### config.mk
export PLATFORM = sky130hd
export DESIGN_NAME = dram_ctl
export DESIGN_NICKNAME = d
export VERILOG_FILES = /design/src/rtl/dctl_pkg.sv /design/src/rtl/dctl_decode.sv /design/src/rtl/dctl_refresh_queue.sv /design/src/rtl/dctl_sequencer.sv /design/src/rtl/dram_ctl.sv
export SDC_FILE = /design/constraint.sdc
export NUM_CORES = 1
export LEC_CHECK = 0
export BUFFER_PORTS_ARGS = -buffer_cell sky130_fd_sc_hd__buf_4
export CAP_MARGIN = 10
export CORE_MARGIN = 3
export CORE_UTILIZATION = 25
export CTS_CLUSTER_SIZE = 12
export DETAILED_ROUTE_END_ITERATION = 12
export PLACE_DENSITY_LB_ADDON = 0.3
export SLEW_MARGIN = 5
export SYNTH_ARGS = -nofsm -noshare
export SYNTH_HDL_FRONTEND = slang
export SYNTH_SLANG_ARGS = --single-unit
export TNS_END_PERCENT = 5
### constraint.sdc
create_clock -name clk -period 2.7 [get_ports clk]
set_input_delay 0.405 -clock clk [delete_from_list [all_inputs] [get_ports clk]]
set_output_delay 0.405 -clock clk [all_outputs]
set_load 0.05 [all_outputs]
### src/rtl/dctl_pkg.sv
package dctl_pkg;
  typedef enum logic [1:0] {
    REG_RAM,
    REG_ROM,
    REG_IO
  } region_e;

  typedef enum logic [2:0] {
    S_IDLE,
    S_RAS,
    S_CAS,
    S_RCAS,
    S_RRAS,
    S_PRE
  } state_e;
endpackage

### src/rtl/dctl_decode.sv
module dctl_decode
  import dctl_pkg::*;
#(
  parameter int TAG_W    = 4,
  parameter int RAM_TAGS = 4,
  parameter int ROM_TAG  = 4
) (
  input  logic [TAG_W-1:0] tag_i,
  output region_e          region_o
);
  always_comb begin
    if (tag_i < TAG_W'(RAM_TAGS))      region_o = REG_RAM;
    else if (tag_i == TAG_W'(ROM_TAG)) region_o = REG_ROM;
    else                               region_o = REG_IO;
  end
endmodule

### src/rtl/dctl_refresh_queue.sv
module dctl_refresh_queue #(
  parameter int PROMOTE_CYC = 200
) (
  input  logic clk,
  input  logic rst,
  input  logic req_i,
  input  logic urgent_i,
  input  logic start_i,
  output logic pend_o,
  output logic urg_o
);
  localparam int AW = $clog2(PROMOTE_CYC + 1);

  logic          pend_q, urg_q;
  logic [AW-1:0] age_q;

  always_ff @(posedge clk) begin
    if (rst) begin
      pend_q <= 1'b0;
      urg_q  <= 1'b0;
      age_q  <= '0;
    end else begin
      if (start_i) begin
        pend_q <= 1'b0;
        urg_q  <= 1'b0;
        age_q  <= '0;
      end else if (pend_q && !urg_q) begin
        if (age_q == AW'(PROMOTE_CYC - 1)) urg_q <= 1'b1;
        else                               age_q <= age_q + 1'b1;
      end
      // new requests win over a same-cycle clear
      if (req_i || urgent_i) pend_q <= 1'b1;
      if (urgent_i)          urg_q  <= 1'b1;
    end
  end

  assign pend_o = pend_q;
  assign urg_o  = urg_q;

  // urgency only appears on top of a pending request or an urgent pulse
  assert_promote_from_pending_R10: assert property (@(posedge clk) disable iff (rst)
    $rose(urg_q) |-> ($past(pend_q) || $past(urgent_i)));
endmodule

### src/rtl/dctl_sequencer.sv
module dctl_sequencer
  import dctl_pkg::*;
#(
  parameter int PRE_CYC  = 1,
  parameter int REF_HOLD = 2
) (
  input  logic clk,
  input  logic rst,
  input  logic as_i,
  input  logic rw_i,
  input  logic ram_hit_i,
  input  logic pend_i,
  input  logic urg_i,
  output logic ref_start_o,
  output logic ras_o,
  output logic cas_o,
  output logic mux_o,
  output logic we_o,
  output logic ack_o
);
  localparam int CMAX = (PRE_CYC > REF_HOLD) ? PRE_CYC : REF_HOLD;
  localparam int CW   = $clog2(CMAX + 1);

  state_e        st, st_n;
  logic [CW-1:0] cnt_q;
  logic          as_q, served_q;
  logic          ras_q, cas_q, mux_q, we_q, ack_q;

  always_comb begin
    st_n = st;
    case (st)
      S_IDLE: begin
        if (urg_i)                                   st_n = S_RCAS;
        else if (as_i && ram_hit_i && !served_q)     st_n = S_RAS;
        else if (pend_i && as_i && !as_q && !ram_hit_i) st_n = S_RCAS;
      end
      S_RAS:  st_n = S_CAS;
      S_CAS:  if (!as_i) st_n = S_PRE;
      S_RCAS: st_n = S_RRAS;
      S_RRAS: if (cnt_q == '0) st_n = S_PRE;
      S_PRE:  if (cnt_q == '0) st_n = S_IDLE;
      default: st_n = S_IDLE;
    endcase
  end

  assign ref_start_o = (st == S_IDLE) && (st_n == S_RCAS);

  always_ff @(posedge clk) begin
    if (rst) begin
      st       <= S_IDLE;
      cnt_q    <= '0;
      as_q     <= 1'b0;
      served_q <= 1'b0;
      ras_q    <= 1'b0;
      cas_q    <= 1'b0;
      mux_q    <= 1'b0;
      we_q     <= 1'b0;
      ack_q    <= 1'b0;
    end else begin
      st   <= st_n;
      as_q <= as_i;
      if (!as_i)            served_q <= 1'b0;
      else if (st == S_RAS) served_q <= 1'b1;

      if (st_n == S_RRAS && st != S_RRAS)     cnt_q <= CW'(REF_HOLD - 1);
      else if (st_n == S_PRE && st != S_PRE)  cnt_q <= CW'(PRE_CYC - 1);
      else if (cnt_q != '0)                   cnt_q <= cnt_q - 1'b1;

      ras_q <= (st_n == S_RAS) || (st_n == S_CAS) || (st_n == S_RRAS);
      cas_q <= (st_n == S_CAS) || (st_n == S_RCAS) || (st_n == S_RRAS);
      mux_q <= (st_n == S_CAS);
      ack_q <= (st_n == S_RAS) || ((st_n == S_CAS) && as_i);
      if (st_n == S_RAS)      we_q <= !rw_i;
      else if (st_n != S_CAS) we_q <= 1'b0;
    end
  end

  assign ras_o = ras_q;
  assign cas_o = cas_q;
  assign mux_o = mux_q;
  assign we_o  = we_q;
  assign ack_o = ack_q;

  // in refresh, the row strobe only rises under an already asserted column strobe
  assert_cbr_order_R6: assert property (@(posedge clk) disable iff (rst)
    ($rose(ras_q) && cas_q) |-> $past(cas_q));

  // an access column strobe follows the row strobe and selects the column address
  assert_col_after_row_R2: assert property (@(posedge clk) disable iff (rst)
    ($rose(cas_q) && ras_q) |-> ($past(ras_q) && mux_q));

  // an urgent request seen while idle starts refresh on the next edge
  assert_urgent_first_R9: assert property (@(posedge clk) disable iff (rst)
    (st == S_IDLE && urg_i) |=> (st == S_RCAS));
endmodule

### src/rtl/dram_ctl.sv
module dram_ctl
  import dctl_pkg::*;
#(
  parameter int TAG_W       = 4,
  parameter int RAM_TAGS    = 4,
  parameter int ROM_TAG     = 4,
  parameter int PROMOTE_CYC = 200,
  parameter int PRE_CYC     = 1,
  parameter int REF_HOLD    = 2
) (
  input  logic             clk,
  input  logic             rst,
  input  logic             cpu_as,
  input  logic             cpu_rw,
  input  logic [TAG_W-1:0] cpu_tag,
  input  logic             ref_req,
  input  logic             ref_urgent,
  output logic             dram_ras,
  output logic             dram_cas,
  output logic             dram_we,
  output logic             dram_col_sel,
  output logic             rom_sel,
  output logic             cpu_ack
);
  region_e region;
  logic    pend, urg, ref_start, ram_ack;
  logic    rom_sel_q, rom_ack_q;
  logic    io_hit;

  dctl_decode #(
    .TAG_W(TAG_W), .RAM_TAGS(RAM_TAGS), .ROM_TAG(ROM_TAG)
  ) u_decode (
    .tag_i(cpu_tag), .region_o(region)
  );

  dctl_refresh_queue #(
    .PROMOTE_CYC(PROMOTE_CYC)
  ) u_refq (
    .clk(clk), .rst(rst), .req_i(ref_req), .urgent_i(ref_urgent),
    .start_i(ref_start), .pend_o(pend), .urg_o(urg)
  );

  dctl_sequencer #(
    .PRE_CYC(PRE_CYC), .REF_HOLD(REF_HOLD)
  ) u_seq (
    .clk(clk), .rst(rst), .as_i(cpu_as), .rw_i(cpu_rw),
    .ram_hit_i(region == REG_RAM), .pend_i(pend), .urg_i(urg),
    .ref_start_o(ref_start), .ras_o(dram_ras), .cas_o(dram_cas),
    .mux_o(dram_col_sel), .we_o(dram_we), .ack_o(ram_ack)
  );

  always_ff @(posedge clk) begin
    if (rst) begin
      rom_sel_q <= 1'b0;
      rom_ack_q <= 1'b0;
    end else begin
      rom_sel_q <= cpu_as && (region == REG_ROM);
      rom_ack_q <= rom_sel_q && cpu_as && (region == REG_ROM);
    end
  end

  assign io_hit  = region == REG_IO;
  assign rom_sel = rom_sel_q;
  assign cpu_ack = ram_ack | rom_ack_q;

  // a strobe held on an I/O address gets no acknowledge from this block
  assert_io_no_ack_R5: assert property (@(posedge clk) disable iff (rst)
    (cpu_as && io_hit && $past(cpu_as && io_hit)) |-> !cpu_ack);

  // the ROM acknowledge is never given without the ROM select one cycle earlier
  assert_rom_ack_after_sel_R4: assert property (@(posedge clk) disable iff (rst)
    $rose(rom_ack_q) |-> $past(rom_sel_q));
endmodule

==> out/results.tsv <==
stage	metric	value	unit
synthesis	Post-Synthesis Cell Area	1120	um^2
drt	first drt pass iteration count	4	
critical_path	Critical Path AT	1880	ps
layout	final net count	152	
synthesis	FF+latch count, synth	24	
clock_tree	clk buf depth	2	
critical_path	Worst Reg2Reg Path Length in Cells	6	
die	core box area	4140	um^2
critical_path	Crit Path Category	reg -> reg	
clock_tree	clock-pin slew on the worst setup and hold paths	80	ps
sta	RSZ-0062 raised after global routing	false	
synthesis	combinational family with the most area after synthesis	simple AND/OR/NAND/NOR gates	
sta	fin crit share	0.622	
pwr	NetSw	0.350	mW
pwr	Clk pwr share	0.235	
layout	area of the multi-input gates	597	um^2
clock_tree	CTS Hold Buffers Added	0	
critical_path	CP max-delay cell	or4b_1	
placed_design	GP Congestion	0.937	
layout	Area growth syn-to-layout	19.2	%
clock_tree	CTS tree	built	
hold_path	Hold Path Depth	2	
synthesis	Post-Syn Nets	134	
global_route	initial antenna violation count	0	
synthesis	XOR/XNOR Fraction of Synth Area	0.0626	
synthesis	sequential-to-total area share from yosys stat	0.430	
clock_tree	post-CTS setup buffers	0	
sta	Tmin final	1680	ps
critical_path	Worst setup EP type	register	
clock_tree	post-CTS resize count	0	
synthesis	Post-synth ARST share	0	
critical_path	worst r2r dst	u_seq.we_o	
flow_run	MaxCap Viol Count	0	
drt	Antenna Nets Post-Route	0	
pwr	Net Sw Frac	0.343	
global_route	vias in the first global route	937	
clock_tree	Num CTS Buffers	3	
layout	share of cells above drive strength 1	0.180	
die	Ports	16	
pwr	Comb power frac	0.339	
clock_tree	clock sinks	24	
critical_path	critical path, cell by cell	inv_1 > ha_1 > nand2_1 > a221oi_1 > or4b_1 > mux2i_1	
synthesis	Synth Area in Adders	0.0224	
layout	n_diodes	0	
critical_path	kind of cell adding the most delay to the critical path	simple AND/OR/NAND/NOR gates	
sta	final setup fails	0	
placed_design	DP Cell Count	185	
hold_path	Worst Hold Endpoint	rom_sel	
placed_design	PortBufs	15	
global_route	largest net degree at the start of global routing	14	
synthesis	Synth Area per Inst	9.17	um^2
synthesis	Synth Instances	122	
critical_path	CP Launch Type	register	
sta	fin. max-slew vios	0	
drt	DRC Markers	0	
die	die area	5310	um^2
layout	non-filler instance count after layout	189	
critical_path	WP data required	2900	ps
sta	Max transition margin	0.623	
global_route	first-pass GRT wire length	4.15	mm
sta	hold_ws	304	ps
hold_path	hold crit path type	in -> reg	
die	Std-Cell Rows	23	
hold_path	HP Start	cpu_tag[0]	
drt	Routed WL	2.27	mm
critical_path	worst reg2reg setup slack	1020	ps
drt	initial DRC count	64	
drt	post-DR wirelength/cell	12.0	um
die	die width	72.9	um
synthesis	EDFF count, synth	0	
synthesis	Compound-Gate Fraction of Synth Area	0.153	
critical_path	Worst Path Buf+Inv	1	
clock_tree	# H-tree levels	1	
synthesis	Synth Area in Simple Gates	0.260	
die	Die Y	72.9	um
synthesis	Top FF cell, synth	dfxtp_1	
layout	register area	480	um^2
pwr	leak pwr	0.546	nW
critical_path	reg2reg start	u_seq.cnt_q[0]	
pwr	Cell Pwr Density	764	nW/um^2
pwr	Worst VDD drop	0.284	mV
critical_path	max incr delay on CP	470	ps
synthesis	count of different cell masters after synthesis	43	
sta	worst clock skew	2.98	ps
pwr	Internal	0.669	mW
critical_path	critical path fanouts, max	6	
drt	DR vias	905	
sta	post-route setup TNS	0	ps
sta	Final Hold Fails	0	
die	Initial Util	0.270	
global_route	total gr overflow	0	
clock_tree	clk root buf	clkbuf_8	
placed_design	DP Wirelength	1.79	mm
synthesis	post-synthesis mux area share	0.0358	
pwr	part of the power in registers	0.425	
drt	via/cell ratio	4.79	
status	run status	completed	
sta	worst slew pin tran	562	ps
synthesis	Ys Warns	0	
clock_tree	worst skew pair latency	260	ps
global_route	Total GRT Usage	0.0973	
sta	Max Freq	595	MHz
layout	FILL cells	452	
how the worst max path moves through the flow:
stage                              start           to  slack (ps)  cells after the start
final                     u_seq.cnt_q[0]   u_seq.we_o        1020                      6
after floorplan               cpu_tag[3]  u_seq.ack_o        1170                      4
after detailed placement      cpu_tag[3]  u_seq.ras_o         960                      5
after CTS                 u_seq.cnt_q[0]   u_seq.we_o        1030                      6
after global routing      u_seq.cnt_q[0]   u_seq.we_o         850                      6
after global placement        cpu_tag[3]  u_seq.ras_o         990                      5
cell families (layout without fill, tap and decap cells):
kind of cell / Yosys count / after routing
compound gates: 25 / 25
xor+xnor: 8 / 8
fa+ha+maj: 2 / 2
buf+inv: 9 / 26
flops: 24 / 24
mux: 4 / 4
simple gates: 50 / 50
registers in the layout (all words and copies together), names as in the netlist:
signal and cells:
rom_ack_q 1, rom_sel 1, u_refq.age_q 8, u_refq.pend_o 1, u_refq.urg_o 1, u_seq.ack_o 1, u_seq.as_q 1, u_seq.cas_o 1
u_seq.cnt_q 2, u_seq.mux_o 1, u_seq.ras_o 1, u_seq.served_q 1, u_seq.st 3, u_seq.we_o 1
layout by cell type, fill, tap and decap left out, types with 4 or more instances in the layout:
master and count:
a21oi_1 6, o211ai_1 5, nor2b_1 5, xor2_1 7, nand2_1 6, clkbuf_8 4
inv_1 6, buf_4 15, mux2i_1 4, dfxtp_1 24, nor2_1 14
cell usage after synthesis, drive strengths merged, types with 2 or more instances:
| master | instances | share of area |
|---|---|---|
| nand2b | 2 | 0.011 |
| or2 | 3 | 0.017 |
| nand2 | 6 | 0.020 |
| dfxtp | 24 | 0.43 |
| nor2b | 5 | 0.028 |
| ha | 2 | 0.022 |
| nor2 | 14 | 0.047 |
| a21oi | 6 | 0.027 |
| inv | 7 | 0.023 |
| nand4 | 3 | 0.017 |
| o211ai | 5 | 0.034 |
| mux2i | 4 | 0.036 |
| or4b | 2 | 0.018 |
| o21ai | 4 | 0.018 |
| and2 | 2 | 0.011 |
| and3 | 2 | 0.011 |
| xor2 | 7 | 0.055 |
| nor3 | 3 | 0.013 |
layout make-up:
class / instances / share of cell area
inverter: 7 / 0.0197
clock buffer: 4 / 0.0413
multi-input combinational: 89 / 0.447
tap: 50 / 0.0469
sequential: 24 / 0.360
timing repair buffer: 15 / 0.0844
worst reg2reg max path, cell delays in order, from the launching register on:
cell and delay (ps):
dfxtp_1 340, inv_1 60, ha_1 270, nand2_1 110, a221oi_1 250, or4b_1 470, mux2i_1 120
power groups by stage:
stage | registers [mW] | logic (mW) | clock network, mW
global route | 0.440 | 0.390 | 0.263
CTS | 0.434 | 0.349 | 0.249
global placement | 0.443 | 0.344 | 0
floorplan | 0.485 | 0.221 | 0
finish | 0.433 | 0.346 | 0.240
detailed placement | 0.442 | 0.349 | 0
metal layers:
metal,vias up,GRT usage,wire (um)
li1,473,-,-
met2,12,0.162,1100
met3,5,0.0207,61
met5,-,0,0
met1,415,0.125,1070
met4,0,0.0307,33
metrics by stage:
| step | power (mW) | setup slack, ps | util | cell area [um^2] |
|---|---|---|---|---|
| after floorplan | 0.706 | 1170 | - | 1120 |
| after global placement | 0.787 | 994 | 0.309 | 1280 |
| after detailed placement | 0.790 | 960 | 0.309 | 1280 |
| after CTS | 1.03 | 1030 | 0.322 | 1330 |
| after global routing | 1.09 | 851 | 0.322 | 1330 |
| final | 1.02 | 1020 | 0.322 | 1330 |
Power figures use the tool's default switching activity.
